$ cat src/rtl/trap_ret_pkg.sv
package trap_ret_pkg;
  localparam logic [1:0] PRIV_U = 2'b00;
  localparam logic [1:0] PRIV_S = 2'b01;
  localparam logic [1:0] PRIV_M = 2'b11;

  typedef enum logic [2:0] {
    CAUSE_NONE     = 3'd0,
    CAUSE_ILLEGAL  = 3'd1,
    CAUSE_VIRT     = 3'd2,
    CAUSE_MISALIGN = 3'd3,
    CAUSE_ACCESS   = 3'd4
  } ret_cause_e;

  // mstatus field positions, decoded by the rest of the hart
  localparam int MS_SIE    = 1;
  localparam int MS_MIE    = 3;
  localparam int MS_SPIE   = 5;
  localparam int MS_MPIE   = 7;
  localparam int MS_SPP    = 8;
  localparam int MS_MPP_LO = 11;
  localparam int MS_MPP_HI = 12;
  localparam int MS_MPRV   = 17;
  localparam int MS_TSR    = 22;
  localparam int MS_MPV    = 39;
  // hstatus field positions
  localparam int HS_SPV    = 7;
  localparam int HS_VTSR   = 22;
  localparam int SW        = 64;
endpackage

$ cat src/rtl/trap_ret_check.sv
module trap_ret_check
  import trap_ret_pkg::*;
#(
  parameter int XLEN    = 32,
  parameter bit HAS_C   = 1'b0,
  parameter bit HAS_PMP = 1'b1
) (
  input  logic            is_mret,
  input  logic [1:0]      cur_priv,
  input  logic            cur_virt,
  input  logic            tsr,
  input  logic            vtsr,
  input  logic [1:0]      prev_mpp,
  input  logic [1:0]      epc_low,
  input  logic            pmp_no_rules,
  output ret_cause_e      cause
);
  logic illegal, virt_fault, misalign, access;

  always_comb begin
    if (is_mret) begin
      illegal    = (cur_priv != PRIV_M);
      virt_fault = 1'b0;
    end else begin
      illegal    = (cur_priv < PRIV_S) || (tsr && cur_priv != PRIV_M);
      virt_fault = cur_virt && vtsr;
    end
  end

  generate
    if (HAS_C) begin : g_compressed
      assign misalign = 1'b0;
    end else begin : g_word_only
      assign misalign = |epc_low;
    end
    if (HAS_PMP) begin : g_pmp
      assign access = is_mret && pmp_no_rules && (prev_mpp != PRIV_M);
    end else begin : g_no_pmp
      assign access = 1'b0;
    end
  endgenerate

  always_comb begin
    if (illegal)         cause = CAUSE_ILLEGAL;
    else if (virt_fault) cause = CAUSE_VIRT;
    else if (misalign)   cause = CAUSE_MISALIGN;
    else if (access)     cause = CAUSE_ACCESS;
    else                 cause = CAUSE_NONE;
  end
endmodule

$ cat src/rtl/trap_ret_update.sv
module trap_ret_update
  import trap_ret_pkg::*;
#(
  parameter bit HAS_H     = 1'b1,
  parameter bit HAS_U     = 1'b1,
  parameter bit SPEC_1_12 = 1'b1
) (
  input  logic          is_mret,
  input  logic          cur_virt,
  input  logic [SW-1:0] mst,
  input  logic [SW-1:0] hst,
  output logic [SW-1:0] mst_nxt,
  output logic [SW-1:0] hst_nxt,
  output logic [1:0]    priv_nxt,
  output logic          virt_nxt,
  output logic          swap
);
  localparam logic [1:0] MPP_RESET = HAS_U ? PRIV_U : PRIV_M;

  always_comb begin
    mst_nxt  = mst;
    hst_nxt  = hst;
    virt_nxt = cur_virt;
    swap     = 1'b0;
    if (is_mret) begin
      priv_nxt                     = mst[MS_MPP_HI:MS_MPP_LO];
      mst_nxt[MS_MIE]              = mst[MS_MPIE];
      mst_nxt[MS_MPIE]             = 1'b1;
      mst_nxt[MS_MPP_HI:MS_MPP_LO] = MPP_RESET;
      mst_nxt[MS_MPV]              = 1'b0;
      if (SPEC_1_12 && mst[MS_MPP_HI:MS_MPP_LO] != PRIV_M)
        mst_nxt[MS_MPRV] = 1'b0;
      if (HAS_H) begin
        virt_nxt = mst[MS_MPV];
        swap     = mst[MS_MPV];
      end
    end else begin
      priv_nxt          = {1'b0, mst[MS_SPP]};
      mst_nxt[MS_SIE]   = mst[MS_SPIE];
      mst_nxt[MS_SPIE]  = 1'b1;
      mst_nxt[MS_SPP]   = 1'b0;
      if (SPEC_1_12)
        mst_nxt[MS_MPRV] = 1'b0;
      if (HAS_H && !cur_virt) begin
        virt_nxt        = hst[HS_SPV];
        hst_nxt[HS_SPV] = 1'b0;
        swap            = hst[HS_SPV];
      end
    end
  end
endmodule

$ cat src/rtl/trap_return_unit.sv
module trap_return_unit
  import trap_ret_pkg::*;
#(
  parameter int XLEN      = 32,
  parameter bit HAS_H     = 1'b1,
  parameter bit HAS_U     = 1'b1,
  parameter bit HAS_C     = 1'b0,
  parameter bit HAS_PMP   = 1'b1,
  parameter bit SPEC_1_12 = 1'b1
) (
  input  logic            clk,
  input  logic            rst_n,
  input  logic            req_valid,
  input  logic            req_is_mret,
  input  logic [1:0]      cur_priv,
  input  logic            cur_virt,
  input  logic [63:0]     mstatus_in,
  input  logic [63:0]     hstatus_in,
  input  logic [XLEN-1:0] mepc_in,
  input  logic [XLEN-1:0] sepc_in,
  input  logic            pmp_no_rules,
  output logic            rsp_valid,
  output logic [2:0]      rsp_cause,
  output logic [63:0]     mstatus_out,
  output logic [63:0]     hstatus_out,
  output logic [1:0]      new_priv,
  output logic            new_virt,
  output logic [XLEN-1:0] ret_pc,
  output logic            swap_banks
);
  logic [XLEN-1:0] epc;
  ret_cause_e      cause;
  logic [SW-1:0]   mst_nxt, hst_nxt;
  logic [1:0]      priv_nxt;
  logic            virt_nxt, swap_nxt;

  assign epc = req_is_mret ? mepc_in : sepc_in;

  trap_ret_check #(.XLEN(XLEN), .HAS_C(HAS_C), .HAS_PMP(HAS_PMP)) u_check (
    .is_mret      (req_is_mret),
    .cur_priv     (cur_priv),
    .cur_virt     (cur_virt),
    .tsr          (mstatus_in[MS_TSR]),
    .vtsr         (hstatus_in[HS_VTSR]),
    .prev_mpp     (mstatus_in[MS_MPP_HI:MS_MPP_LO]),
    .epc_low      (epc[1:0]),
    .pmp_no_rules (pmp_no_rules),
    .cause        (cause)
  );

  trap_ret_update #(.HAS_H(HAS_H), .HAS_U(HAS_U), .SPEC_1_12(SPEC_1_12)) u_update (
    .is_mret  (req_is_mret),
    .cur_virt (cur_virt),
    .mst      (mstatus_in),
    .hst      (hstatus_in),
    .mst_nxt  (mst_nxt),
    .hst_nxt  (hst_nxt),
    .priv_nxt (priv_nxt),
    .virt_nxt (virt_nxt),
    .swap     (swap_nxt)
  );

  always_ff @(posedge clk) begin
    if (!rst_n) begin
      rsp_valid   <= 1'b0;
      rsp_cause   <= 3'd0;
      mstatus_out <= '0;
      hstatus_out <= '0;
      new_priv    <= 2'b00;
      new_virt    <= 1'b0;
      ret_pc      <= '0;
      swap_banks  <= 1'b0;
    end else begin
      rsp_valid <= req_valid;
      if (req_valid) begin
        rsp_cause <= cause;
        ret_pc    <= epc;
        if (cause == CAUSE_NONE) begin
          mstatus_out <= mst_nxt;
          hstatus_out <= hst_nxt;
          new_priv    <= priv_nxt;
          new_virt    <= virt_nxt;
          swap_banks  <= swap_nxt;
        end else begin
          mstatus_out <= mstatus_in;
          hstatus_out <= hstatus_in;
          new_priv    <= cur_priv;
          new_virt    <= cur_virt;
          swap_banks  <= 1'b0;
        end
      end
    end
  end
endmodule

$ cat config.mk
export PLATFORM = sky130hd
export DESIGN_NAME = trap_return_unit
export DESIGN_NICKNAME = d
export VERILOG_FILES = /design/src/rtl/trap_ret_pkg.sv /design/src/rtl/trap_ret_check.sv /design/src/rtl/trap_ret_update.sv /design/src/rtl/trap_return_unit.sv
export SDC_FILE = /design/constraint.sdc
export NUM_CORES = 1
export LEC_CHECK = 0
export CORE_AREA = 2 2 143 145
export CTS_CLUSTER_DIAMETER = 100
export DETAILED_ROUTE_END_ITERATION = 6
export DIE_AREA = 0 0 145 147
export GPL_TIMING_DRIVEN = 0
export PLACE_DENSITY = 0.7
export SYNTH_ARGS = -nofsm -noshare
export SYNTH_HDL_FRONTEND = slang
export SYNTH_SLANG_ARGS = --single-unit
$ cat constraint.sdc
create_clock -name clk -period 2.01 [get_ports clk]
set_input_delay 0.402 -clock clk [delete_from_list [all_inputs] [get_ports clk]]
set_output_delay 0.402 -clock clk [all_outputs]
set_load 0.1 [all_outputs]
* After elaboration in Yosys (flattened, before gate mapping)
Index checks and enable logic that the tools add are counted.
** Word-level totals
- Logic and storage cells :: 46
- Flip-flop bits (word level) :: 168
- Output and inout port bits :: 168
- Input port bits :: 200
** Operators by class
- Reductions and logical operators :: 7
- Equal/unequal tests :: 2
- Mux-type cells :: 28
- Magnitude comparators :: 1
** Operator list (count)
- 40-bit two-way mux :: 1
- 32-bit two-way mux :: 1
- 1-bit two-way mux :: 18
- 3-bit two-way mux :: 4
- 8-bit two-way mux :: 1
- 2-bit two-way mux :: 3
- 1-bit logical AND :: 4
- 2-bit != test, second input constant :: 2
- 3-bit zero test :: 1
- 2-bit by 1-bit less-than comparator with 1-bit output, second input constant :: 1
- 2-bit OR reduction :: 1
- 1-bit logical OR :: 1

* Longest topological paths before layout
- Word-level depth :: 8
- Mapped depth :: 6
- Mapped depth without buffers :: 4

* By module
A second synthesis with hierarchy kept.
** Unflattened totals
- Cells, all modules :: 1033
- Area, all modules :: 8180.3 um^2
** Modules (own cells, without submodules)
- trap_return_unit :: cells an instance 887, seq. area each 3363.2 um^2, instances 1, area each 7106.8 um^2
- trap_ret_update :: cells an instance 136, seq. area each 0.0 um^2, instances 1, area each 1017.2 um^2
- trap_ret_check :: cells an instance 10, seq. area each 0.0 um^2, instances 1, area each 56.3 um^2

* Least setup slack after synthesis
Ideal clock, no wire load.
- Path kind :: input to register
- From :: in req_is_mret
- To :: reg hstatus_out[7]
- Slack :: 0.339 ns
- Stages on the path :: 5
- Required time :: 1.888 ns
- Arrival :: 1.549 ns
- Cell sequence :: buf_4 > nor3b_4 > o21ai_2 > or3_1 > o311a_1
** Between the ends
- Cells in the longest elaborated chain, start to end :: 8
** RTL lines
- start: declaration :: RTL line trap_return_unit.sv:14 : input logic req_is_mret,
- 1-bit logical AND (2 in series) :: RTL line trap_ret_check.sv:37 : assign access = is_mret && pmp_no_rules && (prev_mpp != PRIV_M);
- 3-bit two-way mux :: RTL line trap_ret_check.sv:47 : else if (access) cause = CAUSE_ACCESS;
- 3-bit two-way mux :: RTL line trap_ret_check.sv:46 : else if (misalign) cause = CAUSE_MISALIGN;
- 3-bit two-way mux :: RTL line trap_ret_check.sv:45 : else if (virt_fault) cause = CAUSE_VIRT;
- 3-bit two-way mux :: RTL line trap_ret_check.sv:44 : if (illegal) cause = CAUSE_ILLEGAL;
- 3-bit zero test :: RTL line trap_return_unit.sv:78 : if (cause == CAUSE_NONE) begin
- 8-bit two-way mux * :: RTL line trap_return_unit.sv:78
- end signal: assignment :: RTL line trap_return_unit.sv:80 : hstatus_out <= hst_nxt;
- end signal: assignment :: RTL line trap_return_unit.sv:86 : hstatus_out <= hstatus_in;
- end: declaration :: RTL line trap_return_unit.sv:25 : output logic [63:0] hstatus_out,
Every way passes the cells marked *; elsewhere a longest branch is shown, timed or not.
A chain may end at the register's enable or synchronous reset.

* Final worst setup path
- From :: reg mstatus_out[48]
- To :: out mstatus_out[48]
** RTL lines
- start: declaration :: RTL line trap_return_unit.sv:24 : output logic [63:0] mstatus_out,
- start signal: assignment :: RTL line trap_return_unit.sv:79 : mstatus_out <= mst_nxt;
- start signal: assignment :: RTL line trap_return_unit.sv:85 : mstatus_out <= mstatus_in;
No word-level cell between the ends.

==> metrics.csv <==
stage,metric,value,unit
global_route,Tot GR Track Use,20.8,%
floorplanning,Die Y,147,µm
worst_setup_path,worst setup path startpoint,mstatus_out[48],
synthesis,post-synth top area share,49.6,%
clocking,CTS tree,yes,
worst_setup_path,Worst setup SP type,register,
worst_setup_path,critical path's slowest cell,clkdlybuf4s15_1,
worst_setup_path,R2R setup slack,1.20,ns
detailed_routing,vias per inst,4.57,
worst_setup_path,"Cell Chain, Critical Path",clkdlybuf4s15_1,
sta,Slew Limit Fails,0,
worst_setup_path,type of the worst setup path,reg2out,
clocking,Clock Pin Slew Worst Setup and Hold Paths,0.07,ns
worst_setup_path,critical path's top delay family,buffers and inverters,
sta,Final setup viols,0,
detailed_routing,drt wl/cell,17.2,µm
worst_setup_path,CP Data Required Time,1.61,ns
sta,setup slack after layout,0.0247,ns
synthesis,synthesized area per cell,10.8,µm²
clocking,H-tree levels,4,
layout,post-layout util,56.3,%
synthesis,sequential share of the synthesized area,49.6,%
worst_setup_path,number of buffers and inverters on the critical path,1,
synthesis,Syn Nets,829,
clocking,Root Buffer,clkbuf_16,
worst_setup_path,Critical Path Sink,mstatus_out[48],
floorplanning,Initial Util,34.2,%
hold_path,Hold WC Path Type,in2reg,
floorplanning,Die Area,21300,µm²
sta,Fin Setup TNS,0,ns
power_and_ir_drop,worst ir drop on vdd,0.529,mV
synthesis,Yosys cell types,38,
global_route,initial antenna violation count,1,
clocking,Longest Clk Path Bufs,2,
synthesis,"FF+latch count, synth",168,
power_and_ir_drop,total power,9790,µW
layout,area grow syn2layout,64.7,%
floorplanning,Row Count,52,
floorplanning,I/O pin cnt,368,
placement,number of port buffers,364,
clocking,# clock sinks,168,
worst_setup_path,R2R cell count,2,
placement,final RePlAce weighted congestion,0.780,
status,status,"finished, final reports clean",
worst_setup_path,stages on the worst setup path,1,
floorplanning,Core Area,19800,µm²
hold_path,HP Start,req_is_mret,
synthesis,Syn Inst Count,629,
global_route,pin count of the biggest net entering global routing,17,
sta,Fmax,504,MHz
power_and_ir_drop,Lkg Pwr,0.00492,µW
detailed_routing,remaining antenna violation count after routing,0,
detailed_routing,vias post-DR,5919,
worst_setup_path,Worst EP arrival,1.58,ns
sta,final period demand of the worst path,1.99,ns
layout,NumNets Final,1212,
worst_setup_path,Worst R2R Start,hstatus_out[7],
placement,pre-CTS setup slack,-0.286,ns
detailed_routing,Iter 0 DRT Violations,173,
global_route,vias in the first global route,6071,
clocking,CTS buffer count,17,
global_route,global-route wire length before repair,34700,µm
layout,layout cells sized above 1,21.2,%
detailed_routing,# DRC,0,
floorplanning,Die Width,145,µm
global_route,grt met2 use,37.5,%
synthesis,Post-Syn Area,6780,µm²
clocking,setup bufs post-CTS,0,
power_and_ir_drop,P per Cell Area,877,nW/µm²
worst_setup_path,CP Max Fanout,2,
sta,fin crit share,98.8,%
detailed_routing,DRT Wirelength,22300,µm
global_route,grt met1 use,23.3,%
global_route,met3 Track Usage GR,7.05,%
worst_setup_path,max incr delay on CP,0.83,ns
synthesis,Synth area leaders,"dfxtp_1, mux2i_1, nor2b_1",
global_route,global-route congestion overflow total,0,
worst_setup_path,Crit. End Element,output port,
sta,Max Clock Skew,0,ns
sta,Rel. slew slack,37.0,%
detailed_routing,DR pass1 iterations,4,
sta,Worst-Margin Slew,0.949,ns
synthesis,leading area contributor after synthesis,dfxtp_1,
synthesis,Yosys warning total,0,
layout,fill count,1812,
job,max cap viols,0,
worst_setup_path,reg2reg end,hstatus_out[7],
sta,"Hold Vio Cnt, Final",0,
global_route,Top Usage Layer GRT,met2,
placement,HPWL Detailed,17300,µm
clocking,worst-skew pair later-pin latency,0.42,ns
sta,RSZ-0062 raised after global routing,no,
[routing by layer]
layer	wire [µm]	part of all wire (%)
met2	11300	51
met5	0	0
met3	1700	7.6
met1	8920	40
met4	378	1.7
[metrics by stage]
step                      std cells  hold slack [ns]  cell area (µm²)
final                          1296            0.406            11200
after global routing           1296            0.429            11200
after CTS                      1295            0.393            11500
after detailed placement       1263            0.457            10800
after global placement         1263            0.449            10800
after floorplan                 629            0.542             6780
[worst min-delay path: cells and delay by family]
| family | cells | cell delay (ns) |
|---|---|---|
| AOI/OAI and AO/OA | 1 | 0.07 |
| buffers and inverters | 1 | 0.16 |
| and+or+nand+nor | 1 | 0.14 |
[cell families (layout without fill, tap and decap cells)]
| logic type | after synthesis | count (layout) | synth area share, % |
|---|---|---|---|
| compound gates | 71 | 71 | 8.75 |
| buf+inv | 52 | 448 | 3.25 |
| simple gates | 185 | 185 | 15.8 |
| other cells | 0 | 1 | 0 |
| mux | 153 | 153 | 22.6 |
| flops | 168 | 168 | 49.6 |
[repair_timing]
item	CTS	global route
resized for setup	436	62
hold buffers	0	0
endpoints found under the setup margin	168	62
[layout by cell type, fill, tap and decap left out, drive strengths merged, types with 2 or more instances in the layout]
cell type / n
clkdlybuf4s15: 106
inv: 4
bufinv: 2
a31oi: 6
clkinv: 8
buf: 22
mux2i: 151
clkdlybuf4s50: 196
nor3b: 2
o21ai: 12
clkbuf: 109
a21boi: 5
nand3: 5
mux2: 2
o21a: 5
dfxtp: 168
or4: 2
and3: 2
nand2: 40
o211a: 35
nor2b: 122
nand4: 5
and2: 2
[registers in the layout, summed over array words and instances (netlist names)]
name         cells
hstatus_out     64
mstatus_out     64
swap_banks       1
new_priv         2
rsp_valid        1
ret_pc          32
new_virt         1
rsp_cause        3
[report_power, final]
part	switching (µW)	internal [µW]	leakage, µW	total (µW)
Combinational	2010	846	0.00324	2850
Sequential	103	3540	0.00139	3640
Clock	1410	1880	0.000288	3290
Total	3530	6260	0.00492	9790
[cells in the mapped netlist, drive strengths merged]
cell / count
nor2: 1
buf: 22
o211a: 35
nor2b: 122
dfxtp: 168
or4: 2
nand2: 40
clkinv: 1
and3: 2
o21ai: 12
mux2i: 151
clkbuf: 28
a21oi: 1
o211ai: 1
o311a: 1
mux2: 2
o31a: 1
o2bb2ai: 1
a31oi: 6
nand3b: 1
nor3: 1
o311ai: 1
nor3b: 2
a21boi: 5
nand4: 5
inv: 1
o31ai: 1
or2: 1
or3: 1
a32o: 1
o21a: 5
nand3: 5
and2: 2
[worst min path at each step]
| stage | end | slack, ns | cells after the start |
|---|---|---|---|
| 5_1_grt | mstatus_out[1] | 0.43 | 3 |
| 2_1_floorplan | new_priv[1] | 0.54 | 2 |
| 4_1_cts | mstatus_out[1] | 0.39 | 3 |
| 3_3_place_gp | rsp_cause[2] | 0.45 | 2 |
| 3_5_place_dp | rsp_cause[2] | 0.46 | 2 |
| 6_report | mstatus_out[1] | 0.41 | 3 |
[final cells by class]
type | instances | area [µm²] | area share (%)
Antenna cell | 1 | 2.50 | 0.0224
Buffer | 50 | 213 | 1.90
Clock buffer | 19 | 443 | 3.97
Clock inverter | 13 | 144 | 1.29
Inverter | 2 | 7.51 | 0.0672
Multi-Input combinational cell | 409 | 3200 | 28.6
Sequential cell | 168 | 3360 | 30.1
Tap cell | 270 | 338 | 3.03
Timing Repair Buffer | 364 | 3460 | 31.0
No activity file was read; power rests on OpenSTA's default activity.
